## config.mk

```make
export PLATFORM = sky130hd
export DESIGN_NAME = cond_flag_unit
export DESIGN_NICKNAME = d
export VERILOG_FILES = /design/src/rtl/cfu_pkg.sv /design/src/rtl/cfu_arith.sv /design/src/rtl/cfu_status.sv /design/src/rtl/cfu_flag_regs.sv /design/src/rtl/cond_flag_unit.sv
export SDC_FILE = /design/constraint.sdc
export NUM_CORES = 1
export LEC_CHECK = 0
export ABC_AREA = 0
export BUFFER_PORTS_ARGS = -buffer_cell sky130_fd_sc_hd__buf_2
export CAP_MARGIN = 20
export CORE_MARGIN = 5
export CORE_UTILIZATION = 50
export DETAILED_ROUTE_END_ITERATION = 12
export PLACE_DENSITY_LB_ADDON = 0.1
export SYNTH_ARGS = -nofsm -noshare
export SYNTH_HDL_FRONTEND = slang
export SYNTH_HIERARCHICAL = 1
export SYNTH_SLANG_ARGS = --single-unit
export TNS_END_PERCENT = 50
```

## constraint.sdc

```tcl
create_clock -name clk -period 5.3 [get_ports clk]
set_input_delay 0 -clock clk [delete_from_list [all_inputs] [get_ports clk]]
set_output_delay 0 -clock clk [all_outputs]
set_load 0.05 [all_outputs]
```

## src/rtl/cfu_pkg.sv

```systemverilog
package cfu_pkg;
   typedef enum logic [3:0] {
      OP_ADD = 4'd0,
      OP_ADC = 4'd1,
      OP_SUB = 4'd2,
      OP_SBB = 4'd3,
      OP_CMP = 4'd4,
      OP_INC = 4'd5,
      OP_DEC = 4'd6,
      OP_AND = 4'd7,
      OP_OR  = 4'd8,
      OP_XOR = 4'd9
   } op_e;

   typedef struct packed {
      logic s;
      logic z;
      logic ac;
      logic p;
      logic cy;
   } flags_t;
endpackage

```

## src/rtl/cfu_arith.sv

```systemverilog
module cfu_arith
   import cfu_pkg::*;
#(
   parameter int DATA_W        = 8,
   parameter int HALF_POS      = 4,
   parameter int LOGIC_AC_MODE = 1
) (
   input  logic [3:0]        op_sel,
   input  logic [DATA_W-1:0] a,
   input  logic [DATA_W-1:0] b,
   input  logic              cin,
   output logic [DATA_W-1:0] res,
   output logic              cy_out,
   output logic              ac_out,
   output logic              cy_we,
   output logic              known,
   output logic              wr_ok
);
   localparam int SUM_W = DATA_W + 1;
   localparam int LOW_W = HALF_POS + 1;

   if (HALF_POS < 1 || HALF_POS >= DATA_W) begin : g_bad_half
      $error("HALF_POS must lie inside the data word");
   end
   if (LOGIC_AC_MODE < 0 || LOGIC_AC_MODE > 2) begin : g_bad_mode
      $error("LOGIC_AC_MODE must be 0, 1 or 2");
   end

   logic [DATA_W-1:0] bx;
   logic              cx;
   logic              is_sub;
   logic [SUM_W-1:0]  sum;
   logic [LOW_W-1:0]  low;
   logic              and_ac;

   // nibble carry produced by AND, chosen by variant
   if (LOGIC_AC_MODE == 0) begin : g_and_ac_clr
      assign and_ac = 1'b0;
   end else if (LOGIC_AC_MODE == 1) begin : g_and_ac_set
      assign and_ac = 1'b1;
   end else begin : g_and_ac_bits
      assign and_ac = a[HALF_POS-1] | b[HALF_POS-1];
   end

   always_comb begin
      bx     = b;
      cx     = 1'b0;
      is_sub = 1'b0;
      unique case (op_sel)
         OP_ADC:         cx = cin;
         OP_SUB, OP_CMP: begin bx = ~b; cx = 1'b1; is_sub = 1'b1; end
         OP_SBB:         begin bx = ~b; cx = ~cin; is_sub = 1'b1; end
         OP_INC:         begin bx = '0; cx = 1'b1; end
         OP_DEC:         bx = '1;
         default:        ;
      endcase
   end

   assign sum = {1'b0, a} + {1'b0, bx} + {{DATA_W{1'b0}}, cx};
   assign low = {1'b0, a[HALF_POS-1:0]} + {1'b0, bx[HALF_POS-1:0]}
              + {{HALF_POS{1'b0}}, cx};

   always_comb begin
      res    = sum[DATA_W-1:0];
      cy_out = sum[DATA_W] ^ is_sub;
      ac_out = low[HALF_POS];
      cy_we  = 1'b1;
      known  = 1'b1;
      wr_ok  = 1'b1;
      unique case (op_sel)
         OP_ADD, OP_ADC, OP_SUB, OP_SBB: ;
         OP_CMP:         wr_ok = 1'b0;
         OP_INC, OP_DEC: cy_we = 1'b0;
         OP_AND: begin res = a & b; cy_out = 1'b0; ac_out = and_ac; end
         OP_OR:  begin res = a | b; cy_out = 1'b0; ac_out = 1'b0; end
         OP_XOR: begin res = a ^ b; cy_out = 1'b0; ac_out = 1'b0; end
         default: begin
            res   = a;
            known = 1'b0;
            wr_ok = 1'b0;
            cy_we = 1'b0;
         end
      endcase
   end
endmodule

```

## src/rtl/cfu_status.sv

```systemverilog
module cfu_status #(
   parameter int DATA_W = 8
) (
   input  logic [DATA_W-1:0] res,
   output logic              zero,
   output logic              sign,
   output logic              even
);
   if (DATA_W < 2) begin : g_bad_w
      $error("DATA_W must be at least 2");
   end

   assign zero = (res == '0);
   assign sign = res[DATA_W-1];
   assign even = ~^res;
endmodule

```

## src/rtl/cfu_flag_regs.sv

```systemverilog
module cfu_flag_regs
   import cfu_pkg::*;
(
   input  logic   clk,
   input  logic   rst_n,
   input  logic   en,
   input  logic   cy_we,
   input  flags_t nxt,
   output flags_t q
);
   always_ff @(posedge clk or negedge rst_n) begin
      if (!rst_n) begin
         q <= '0;
      end else if (en) begin
         q.s  <= nxt.s;
         q.z  <= nxt.z;
         q.ac <= nxt.ac;
         q.p  <= nxt.p;
         if (cy_we) q.cy <= nxt.cy;
      end
   end


   hold_chk: assert property (@(posedge clk) disable iff (!rst_n)
      !en |=> $stable(q))
      else $error("flags changed while update disabled");
endmodule

```

## src/rtl/cond_flag_unit.sv

```systemverilog
module cond_flag_unit
   import cfu_pkg::*;
#(
   parameter int DATA_W        = 8,
   parameter int HALF_POS      = 4,
   parameter int LOGIC_AC_MODE = 1
) (
   input  logic              clk,
   input  logic              rst_n,
   input  logic              upd_en,
   input  logic [3:0]        op_sel,
   input  logic [DATA_W-1:0] opnd_a,
   input  logic [DATA_W-1:0] opnd_b,
   input  logic              carry_in,
   output logic [DATA_W-1:0] result,
   output logic              wr_ok,
   output logic              flag_z,
   output logic              flag_s,
   output logic              flag_p,
   output logic              flag_cy,
   output logic              flag_ac,
   output logic [7:0]        flag_byte
);
   logic   cy_n, ac_n, cy_we, known;
   logic   z_n, s_n, p_n;
   flags_t nxt, cur;

   cfu_arith #(
      .DATA_W(DATA_W), .HALF_POS(HALF_POS), .LOGIC_AC_MODE(LOGIC_AC_MODE)
   ) u_arith (
      .op_sel(op_sel), .a(opnd_a), .b(opnd_b), .cin(carry_in),
      .res(result), .cy_out(cy_n), .ac_out(ac_n), .cy_we(cy_we),
      .known(known), .wr_ok(wr_ok)
   );

   cfu_status #(.DATA_W(DATA_W)) u_status (
      .res(result), .zero(z_n), .sign(s_n), .even(p_n)
   );

   assign nxt = '{s: s_n, z: z_n, ac: ac_n, p: p_n, cy: cy_n};

   cfu_flag_regs u_regs (
      .clk(clk), .rst_n(rst_n), .en(upd_en & known),
      .cy_we(cy_we), .nxt(nxt), .q(cur)
   );

   assign flag_z    = cur.z;
   assign flag_s    = cur.s;
   assign flag_p    = cur.p;
   assign flag_cy   = cur.cy;
   assign flag_ac   = cur.ac;
   assign flag_byte = {cur.s, cur.z, 1'b0, cur.ac, 1'b0, cur.p, 1'b1, cur.cy};


   zero_chk: assert property (@(posedge clk) disable iff (!rst_n)
      (upd_en && known) |=> (flag_z == ($past(result) == '0)))
      else $error("zero flag mismatch");


   sign_chk: assert property (@(posedge clk) disable iff (!rst_n)
      (upd_en && known) |=> (flag_s == $past(result[DATA_W-1])))
      else $error("sign flag mismatch");


   cy_keep_chk: assert property (@(posedge clk) disable iff (!rst_n)
      (upd_en && (op_sel == OP_INC || op_sel == OP_DEC)) |=> $stable(flag_cy))
      else $error("carry changed on increment/decrement");


   unknown_hold_chk: assert property (@(posedge clk) disable iff (!rst_n)
      (upd_en && op_sel > OP_XOR) |=> $stable(flag_byte))
      else $error("flags changed on unknown code");
endmodule

```

==> impl_metrics.tcl <==
set metrics [dict create \
    dieWidth_um 69.13 \
    critPathLaunchType "input pin" \
    hold_viol_final 0 \
    rows 21 \
    yosysWarnings 6 \
    grt_first_pass_wirelength_um 7369 \
    drt_iter0_drc 126 \
    slowest_delay_ns 0.51 \
    place.port_buffers 42 \
    cts_resized 0 \
    drtAntennaViolNets 0 \
    status "finished, final reports clean" \
    cts_sinks 5 \
    drt_wl_total_um 4421 \
    nets 324 \
    tns_ns 0 \
    placed_area_um2 1884 \
    via_per_inst 5.430 \
    die_h_um 69.13 \
    synthFlopType "dfrtp_1" \
    root_buffer "clkbuf_4" \
    numCtsBuffers 3 \
    slew_headroom 0.6265 \
    tritoncts "yes" \
    required_ns 5.43 \
    postSynth.asyncResetShare 1.000 \
    drive_gt1_frac 0.2444 \
    cts_max_level 1 \
    layout.core_utilization 0.5711 \
    path_clk_slew_ns 0.04 \
    fin_skew_ns 0 \
    post-route-drc-count 0 \
    min_path_type "input pin to async pin" \
    ys_seq_area_frac 0.07158 \
    period_needed_ns 3.509 \
    cp.arrival_ns 3.63 \
    synth-edff-count 0 \
    final_common_cell "buf_2" \
    grt_antenna_before_repair 0 \
    layout_common_cells "buf_2 (42), inv_1 (29), ha_1 (27)" \
    cp_max_fo 29 \
    cts_setup_buffers 0 \
    slowest_stage "nor3b_4" \
    avgSynthCellArea_um2 7.193 \
    syn_inst 243 \
    top_regs "u_regs/q: 5 flops" \
    grt_overflow_total 0 \
    rsz0062_at_grt "no" \
    setup_violations 0 \
    gp_congestion 0.8727 \
    dp_hpwl_um 3398 \
    drv_cap 0 \
    cts_buffer_depth 2 \
    synthToLayoutAreaGrowth_pct 9.878 \
    largest_reg_flops 5 \
    regMostFlops "u_regs/q" \
    ys_ff_latch 5 \
    clkLatencyLatePin_ns 0.24 \
    path_cells "buf_2, nor3b_4, nand2_1, o221a_2, fa_1, inv_1, fa_1, nor2b_1, o21bai_1, a21boi_0, or3_1, a31o_1, inv_1, ha_1, xnor2_1, xnor2_1, mux2_2" \
    first_global_vias 1555 \
    hold_buffers 1 \
    vias 1716 \
    grt_max_degree 31 \
    path_class "input pin to flop" \
    post-route-period-util 0.6621 \
    diodes 0 \
    yosysUniqueCellTypes 56 \
    io_pins 46 \
    syn_area_um2 1748 \
    post-route-cell-area_um2 1921 \
    track_usage 0.1813 \
    firstDrtPassIters 4 \
    max_clock_freq_mhz 285.0 \
    cp-end-kind "flop" \
    die_area_um2 4778 \
    core_um2 3363 \
    wire_per_inst_um 13.99 \
    p_leak_nw 0.9721 \
    tightest_slew_ns 0.5603 \
    power.total_mw 0.4710 \
    slew_viol_final 0 \
    initial_core_util 0.5197 \
    vdd_drop_max_v 0.00009463 \
    p_per_area_nw_per_um2 245.2 \
]
[final cells by class]
class | instances | area (um2)
Multi-Input combinational cell | 187 | 1371
Tap cell | 46 | 57.56
Sequential cell | 5 | 125.1
Fill cell | 373 | 1443
Inverter | 30 | 112.6
Timing Repair Buffer | 44 | 227.7
Clock buffer | 4 | 26.28
[through the flow]
step / hold WS (ns) / setup slack [ns] / std cells
after global routing: 0.1585 / 1.435 / 316
after global placement: -0.1822 / 1.654 / 311
after floorplan: -0.2956 / 1.411 / 244
after detailed placement: -0.1808 / 1.581 / 311
final: 0.1162 / 1.791 / 316
after CTS: 0.09290 / 1.820 / 316
[critical path: cells and delay by family]
| kind | cells | cell delay (ns) |
|---|---|---|
| muxes | 1 | 0.26 |
| AOI/OAI and AO/OA | 4 | 0.68 |
| xor gates and xnor gates | 2 | 0.28 |
| and+or+nand+nor | 4 | 1.01 |
| adders and majority gates | 3 | 0.86 |
| buffers and inverters | 3 | 0.56 |
[cells by family (layout without fill, tap and decap cells)]
group,count (synthesis),after routing,synth area share
AO/OA/AOI/OAI,81,81,0.3193
adder cells (fa/ha/maj),29,29,0.2162
XOR/XNOR,7,7,0.03508
other,2,3,0.004297
buffers and inverters,52,78,0.1460
flip-flops,5,5,0.07158
multiplexers,5,5,0.03435
AND/OR/NAND/NOR,62,62,0.1732
[cell usage after synthesis, types with 5 or more instances]
library cell	n	area share
a21oi_1	22	0.063
nor2_1	19	0.041
nor2b_1	5	0.018
inv_1	29	0.062
o21ai_0	16	0.046
o221a_2	7	0.045
buf_2	6	0.017
dfrtp_1	5	0.072
ha_1	27	0.19
nand2_1	19	0.041
buf_4	10	0.043
xnor2_1	5	0.025
[power by group]
| part | switching (mW) | internal, mW | leakage (nW) |
|---|---|---|---|
| combinational | 0.249 | 0.121 | 0.895 |
| clock | 0.0163 | 0.0285 | 0.0150 |
| sequential | 0.00700 | 0.0496 | 0.0621 |
[per-layer routing]
metal	vias up	global-route usage	part of all wire	wire, um
li1	906	-	-	-
met1	762	0.2423	0.46	2038
met5	-	0	0	0
met3	4	0.01744	0.059	259
met4	0	0.04555	0.0068	30
met2	44	0.3104	0.47	2092
[worst paths after layout]
| path | startpoint | to | slack, ns | cells past startpoint |
|---|---|---|---|---|
| setup / recovery | op_sel[1] | u_regs/q[1]$_DFFE_PN0P_ | 1.79 | 17 |
| hold / removal | rst_n | u_regs/q[2]$_DFFE_PN0P_ | 0.12 | 2 |
| setup reg to reg | u_regs/q[4]$_DFFE_PN0P_ | u_regs/q[4]$_DFFE_PN0P_ | 4.52 | 1 |
| hold reg to reg | u_regs/q[3]$_DFFE_PN0P_ | u_regs/q[3]$_DFFE_PN0P_ | 0.52 | 1 |
| max in group asynchronous | rst_n | u_regs/q[1]$_DFFE_PN0P_ | 5.05 | 2 |
| min in group clk | upd_en | u_regs/q[2]$_DFFE_PN0P_ | 0.30 | 3 |
(Power assumes the default switching activity.)
